[config.mk]
export PLATFORM = sky130hd
export DESIGN_NAME = load_order_queue
export DESIGN_NICKNAME = d
export VERILOG_FILES = /design/src/rtl/load_order_queue.sv
export SDC_FILE = /design/constraint.sdc
export NUM_CORES = 2
export LEC_CHECK = 0
export BUFFER_PORTS_ARGS = -buffer_cell sky130_fd_sc_hd__buf_2
export CAP_MARGIN = 40
export CORE_MARGIN = 4
export CORE_UTILIZATION = 55
export CTS_BUF_LIST = sky130_fd_sc_hd__clkbuf_2
export DETAILED_ROUTE_END_ITERATION = 8
export GPL_ROUTABILITY_DRIVEN = 0
export PLACE_DENSITY = 0.81
export SETUP_SLACK_MARGIN = 0.2
export SLEW_MARGIN = 10
export SYNTH_ARGS = -nofsm -noshare
export SYNTH_HDL_FRONTEND = slang
export SYNTH_SLANG_ARGS = --single-unit
[constraint.sdc]
create_clock -name clk -period 9.61 [get_ports clk]
set_input_delay 0.4805 -clock clk [delete_from_list [all_inputs] [get_ports clk]]
set_output_delay 0.4805 -clock clk [all_outputs]
set_load 0.005 [all_outputs]
[src/rtl/load_order_queue.sv]
module load_order_queue #(
  parameter int DEPTH      = 8,
  parameter int SEQ_W      = 16,
  parameter int ADDR_W     = 32,
  parameter int REGION_LSB = 8,
  localparam int IW        = $clog2(DEPTH)
) (
  input  logic              clk,
  input  logic              rst_n,
  input  logic              alloc_valid,
  input  logic [SEQ_W-1:0]  alloc_seq,
  output logic [IW-1:0]     alloc_idx,
  output logic              alloc_full,
  output logic [IW:0]       lq_count,
  input  logic              upd_valid,
  input  logic [IW-1:0]     upd_idx,
  input  logic [ADDR_W-1:0] upd_addr,
  input  logic              st_valid,
  input  logic [SEQ_W-1:0]  st_seq,
  input  logic [ADDR_W-1:0] st_addr,
  output logic              st_fault,
  output logic              viol_valid,
  output logic [SEQ_W-1:0]  viol_seq,
  output logic [IW-1:0]     viol_idx,
  input  logic              viol_read,
  input  logic              commit_valid,
  input  logic [SEQ_W-1:0]  commit_seq,
  input  logic              squash_valid,
  input  logic [SEQ_W-1:0]  squash_seq,
  input  logic              blk_set,
  input  logic [SEQ_W-1:0]  blk_seq,
  output logic              blk_pending
);

  logic [DEPTH-1:0]  live, has_addr;
  logic [SEQ_W-1:0]  seq_q  [DEPTH];
  logic [ADDR_W-1:0] addr_q [DEPTH];
  logic [IW-1:0]     head, tail;
  logic [IW:0]       cnt;
  logic [SEQ_W-1:0]  blk_seq_q;

  logic [IW:0]   retire_n, kill_n;
  logic          hit;
  logic [IW-1:0] hit_slot, slot;
  logic          take;

  assign alloc_idx  = tail;
  assign lq_count   = cnt;
  assign alloc_full = (cnt == (IW+1)'(DEPTH));
  assign take       = alloc_valid && !alloc_full;

  always_comb begin
    retire_n = '0;
    kill_n   = '0;
    for (int i = 0; i < DEPTH; i++) begin
      if (live[i] && seq_q[i] <= commit_seq) retire_n = retire_n + 1'b1;
      if (live[i] && seq_q[i] >  squash_seq) kill_n   = kill_n + 1'b1;
    end
  end

  always_comb begin
    hit      = 1'b0;
    hit_slot = '0;
    slot     = '0;
    for (int k = 0; k < DEPTH; k++) begin
      slot = head + IW'(k);
      if (!hit && live[slot] && has_addr[slot] && seq_q[slot] > st_seq &&
          addr_q[slot][ADDR_W-1:REGION_LSB] == st_addr[ADDR_W-1:REGION_LSB]) begin
        hit      = 1'b1;
        hit_slot = slot;
      end
    end
  end

  always_ff @(posedge clk or negedge rst_n) begin
    if (!rst_n) begin
      live        <= '0;
      has_addr    <= '0;
      head        <= '0;
      tail        <= '0;
      cnt         <= '0;
      st_fault    <= 1'b0;
      viol_valid  <= 1'b0;
      viol_seq    <= '0;
      viol_idx    <= '0;
      blk_pending <= 1'b0;
      blk_seq_q   <= '0;
    end else begin
      st_fault <= 1'b0;
      if (viol_valid) begin
        if (viol_read) viol_valid <= 1'b0;
      end else if (st_valid && hit) begin
        viol_valid <= 1'b1;
        viol_seq   <= seq_q[hit_slot];
        viol_idx   <= hit_slot;
        st_fault   <= 1'b1;
      end

      if (upd_valid && live[upd_idx]) begin
        addr_q[upd_idx]   <= upd_addr;
        has_addr[upd_idx] <= 1'b1;
      end

      if (squash_valid) begin
        for (int i = 0; i < DEPTH; i++)
          if (live[i] && seq_q[i] > squash_seq) live[i] <= 1'b0;
        tail <= tail - kill_n[IW-1:0];
        cnt  <= cnt - kill_n;
      end else begin
        if (commit_valid) begin
          for (int i = 0; i < DEPTH; i++)
            if (live[i] && seq_q[i] <= commit_seq) live[i] <= 1'b0;
          head <= head + retire_n[IW-1:0];
        end
        if (take) begin
          live[tail]     <= 1'b1;
          has_addr[tail] <= 1'b0;
          seq_q[tail]    <= alloc_seq;
          tail           <= tail + 1'b1;
        end
        cnt <= cnt - (commit_valid ? retire_n : '0) + (IW+1)'(take);
      end

      if (squash_valid && blk_pending && squash_seq < blk_seq_q) blk_pending <= 1'b0;
      if (blk_set) begin
        blk_pending <= 1'b1;
        blk_seq_q   <= blk_seq;
      end
    end
  end

endmodule

==> summary.md <==
| Metric | Value |
|---|---|
| Outcome | finished with violations |
| Failing checks | design-rule violations |
| Post-cts resize count | 0 |
| Total number of vias | roughly 36000 |
| CP max FO | 5 |
| Total grt overflow | 0 |
| Full die area | 0.0781 mm^2 |
| Cell Area, Synth | 0.0405 mm^2 |
| Max Slew Vio Count | 0 |
| Syn Inst Count | 3556 |
| Switching power | 6.54 mW |
| Yosys cell types | 97 |
| Clock tree buffer depth | 3 |
| Clk Latency, worst-skew pair | 1.32 ns |
| FF-to-FF End | lq_count[3] |
| Crit path time final | 8.58 ns |
| Core Region | 0.0730 mm^2 |
| Most numerous cell on the critical path | ha_1 |
| Finished Cell Area | 0.0450 mm^2 |
| DR WL/cell | ~30 um |
| Final Setup Violations | 0 |
| Hold Fails Final Rpt | 0 |
| M1 WL | 47.7 mm |
| Iteration-0 DRC count of the detailed router | 5454 |
| Maximum operating frequency | 117 MHz |
| Post-Synth XOR/XNOR Area | between 4 and 5% |
| Max incr delay on CP | ~0.47 ns |
| Drt first pass iters | 9 |
| Final core occ | 61.7% |
| Synth Flop Type | edfxtp_1 |
| Compound-cell area share of the yosys netlist | 11.7% |
| Hold path endpoint | seq_q[3][15] |
| Hold depth | 2 |
| DR WL met3 | around 21 mm |
| First-pass GRT wire length | 218 mm |
| Slowest CP cell | edfxtp_1 |
| I/O pin count | 186 |
| Row count | 99 |
| Critical Path End Type | flip-flop |
| Unrepaired setup endpoints after global routing | false |
| Vias in the first global route | 34800 |
| Post-Synth Simple-Gate Area | 10.6% |
| TritonCTS clock tree | yes |
| Hold Path Class | input port to flip-flop |
| R2r worst-path depth | 43 |
| PortBufs | between 150 and 200 |
| CTS sink count | between 300 and 400 |
| R2r startpoint | seq_q[0][1] |
| Reg clk slew, reported paths | 0.14 ns |
| Chip width | ~280 um |
| DRT Wirelength | 147 mm |
| Synth Area in Adders | 13.3% |
| Post-DRT Antenna Nets | 0 |
| Initial Util | 55.6% |
| Fin crit share | ~89% |
| Setup ws final | 1.03 ns |
| Multiplexer area fraction after synthesis | 28.6% |
| Worst Path Arrival | 9.67 ns |
| Uppermost layer routed | met5 |
| Worst endpoint required time | 10.70 ns |
| Ys async rst share | 16.7% |
| Fillers | 5540 |
| R2R setup slack | 1.03 ns |
| Vias per cell | approximately 7.3 |
| Worst slew pin tran | between 1 and 1.5 ns |
| Worst setup path category | flip-flop to flip-flop |
| Footprint of the multi-input gates | 0.0280 mm^2 |
| Post-synthesis sequential area ratio | 27.7% |
| Residual DRC | 100 |
| Setup_tns | 0 ns |
| CTS buffer count | 100 |
| Die Y | 280 um |
| Mapped Avg Cell Area | about 11 um^2 |
| Int Power | between 6 and 7 mW |
| P&R area growth vs syn | 11.0% |
| Register area | 0.0112 mm^2 |
| Yosys warns | 0 |
| GRT Overall Usage | 36.7% |
| Total Power | 13.2 mW |
| CTS Root Cell | clkbuf_2 |
| Sw Ratio | 49.7% |
| Nets@finish | 4441 |
| Worst Clk Skew | 0.182 ns |
| Leading cell type in the layout, fill and taps excluded | ha_1 |
| Post-Place Setup Slack | 1.06 ns |
| Hold Startpoint | alloc_seq[15] |
| H-tree depth | 3 |
| Pin count of the biggest net entering global routing | 130 |
| Comb pwr share | about three quarters |
| LEAKAGE | around 18 nW |
| Commonest non-fill, non-tap cells in the layout | 425 x ha_1, 320 x edfxtp_1, 314 x mux4_2 |
| Share of cells above drive strength 1 | 24.8% |
| Max-cap check violation count | 0 |
| Post-synth EDFFs | 320 |
| Setup crit start kind | flip-flop |
| Met2 wire length | around 63 mm |
| Cell Pwr Density | 293 mW/mm^2 |
| Clock Power Share | 10.1% |
| Rel. slew slack | 25.2% |
| DP HPWL | 105 mm |
| Maximum VDD drop | 294 uV |
| Largest family of logic cells by synthesized area | multiplexers |
| Placed cell areas | 0.0423 mm^2 |
| Synthesis-stage register bit count | ~380 |
| Reg power frac | 16.0% |
| Mapped Nets | 4142 |
| Initial antenna violation count | 9 |
[sequential cells by signal, indices dropped and copies added (netlist names)]
signal	cells
viol_seq	16
st_fault	1
blk_pending	1
live	8
seq_q	128
lq_count	4
addr_q	192
has_addr	8
viol_valid	1
viol_idx	3
alloc_idx	3
blk_seq_q	16
head	3
[cells in the mapped netlist, types with 8 or more instances]
| library cell | number | area share [%] |
|---|---|---|
| nor4_1 | 38 | 0.59 |
| and2_1 | 28 | 0.43 |
| a21o_1 | 108 | 2.0 |
| nand4_1 | 103 | 1.6 |
| or2_2 | 12 | 0.19 |
| a31oi_1 | 18 | 0.28 |
| nor2_1 | 117 | 1.1 |
| xor2_1 | 38 | 0.82 |
| o211ai_1 | 31 | 0.57 |
| nor3_1 | 51 | 0.63 |
| a211oi_1 | 9 | 0.17 |
| inv_1 | 125 | 1.2 |
| dfrtp_1 | 64 | 4.0 |
| xnor2_1 | 149 | 3.2 |
| o21a_1 | 50 | 0.93 |
| nand2b_1 | 50 | 0.77 |
| and3_1 | 16 | 0.25 |
| mux2_2 | 191 | 5.3 |
| or3_1 | 20 | 0.31 |
| buf_1 | 28 | 0.26 |
| clkbuf_1 | 81 | 0.75 |
| ha_1 | 426 | 13 |
| nor2b_1 | 41 | 0.63 |
| buf_6 | 17 | 0.47 |
| a2111oi_0 | 8 | 0.17 |
| edfxtp_1 | 320 | 24 |
| mux4_2 | 314 | 17 |
| o21ai_1 | 11 | 0.14 |
| o22ai_1 | 32 | 0.49 |
| o211ai_2 | 21 | 0.65 |
| o221ai_1 | 14 | 0.30 |
| mux2i_1 | 229 | 5.7 |
| nand2_1 | 170 | 1.6 |
| o21ai_0 | 116 | 1.4 |
| or4_1 | 14 | 0.26 |
| a22oi_1 | 25 | 0.46 |
| o2111ai_1 | 10 | 0.22 |
| buf_2 | 52 | 0.64 |
| nand3_1 | 75 | 0.93 |
| a21oi_1 | 136 | 1.7 |
| and4_1 | 15 | 0.32 |
[layer usage]
metal,vias to the layer above,track usage (%)
met5,-,0.611
met4,10,27.9
met3,960,12.9
met2,3075,55.3
met1,17000,43.1
li1,14900,-
[power by group through the flow]
stage	Sequential (mW)	Clock (mW)	Combinational, mW
global placement	2.12	0	8.77
finish	2.10	1.33	9.73
global route	2.11	1.43	10.1
detailed placement	2.12	0	9.07
floorplan	2.00	0	6.86
CTS	2.09	1.33	9.19
[area by class of cell]
cell class	count	area share (%)
diodes	6	0.0334
well taps	959	2.67
flip-flops and latches	384	24.9
clock buffers	123	1.37
inverters	133	1.12
repair buffers	388	6.74
clock inverters	59	0.982
multi-input cells	2848	62.1
[per-stage QoR]
step	std cells	hold slack, ns
2_1_floorplan	3556	0.185
3_3_place_gp	4542	0.421
3_5_place_dp	4551	0.428
4_1_cts	4889	0.00102
5_1_grt	4896	0.0539
6_report	4900	0.0513
[cell families (layout without fill, tap and decap cells)]
kind of cell | count (synthesis) | in the layout
mux | 738 | 738
flops | 384 | 384
buf+inv | 324 | 703
other cells | 0 | 6
xor+xnor | 193 | 193
compound gates | 691 | 691
fa+ha+maj | 430 | 430
simple gates | 796 | 796
[worst max-delay path: cells and delay by family, from the launching register on]
| family | cells | cell delay, ns |
|---|---|---|
| AOI/OAI and AO/OA | 20 | 3.35 |
| xor gates and xnor gates | 1 | 0.21 |
| adders and majority gates | 9 | 2.52 |
| buffers and inverters | 3 | 0.21 |
| DFF | 1 | 0.47 |
| muxes | 2 | 0.58 |
| and+or+nand+nor | 8 | 1.08 |
[how the worst max path moves through the flow]
stage | depth (start not counted) | from | to | slack, ns
2_1_floorplan | 33 | head[1] | viol_seq[10] | 0.41
3_3_place_gp | 45 | commit_seq[1] | lq_count[3] | 1.14
3_5_place_dp | 45 | commit_seq[1] | lq_count[3] | 1.06
4_1_cts | 43 | seq_q[0][1] | lq_count[3] | 1.17
5_1_grt | 43 | seq_q[0][1] | lq_count[3] | 0.45
6_report | 43 | seq_q[0][1] | lq_count[3] | 1.03
[timing repair]
action,CTS,global route
setup buffers,0,0
hold buffers,156,0
endpoints found under the hold margin,452,0
Power figures use the tool's default switching activity.
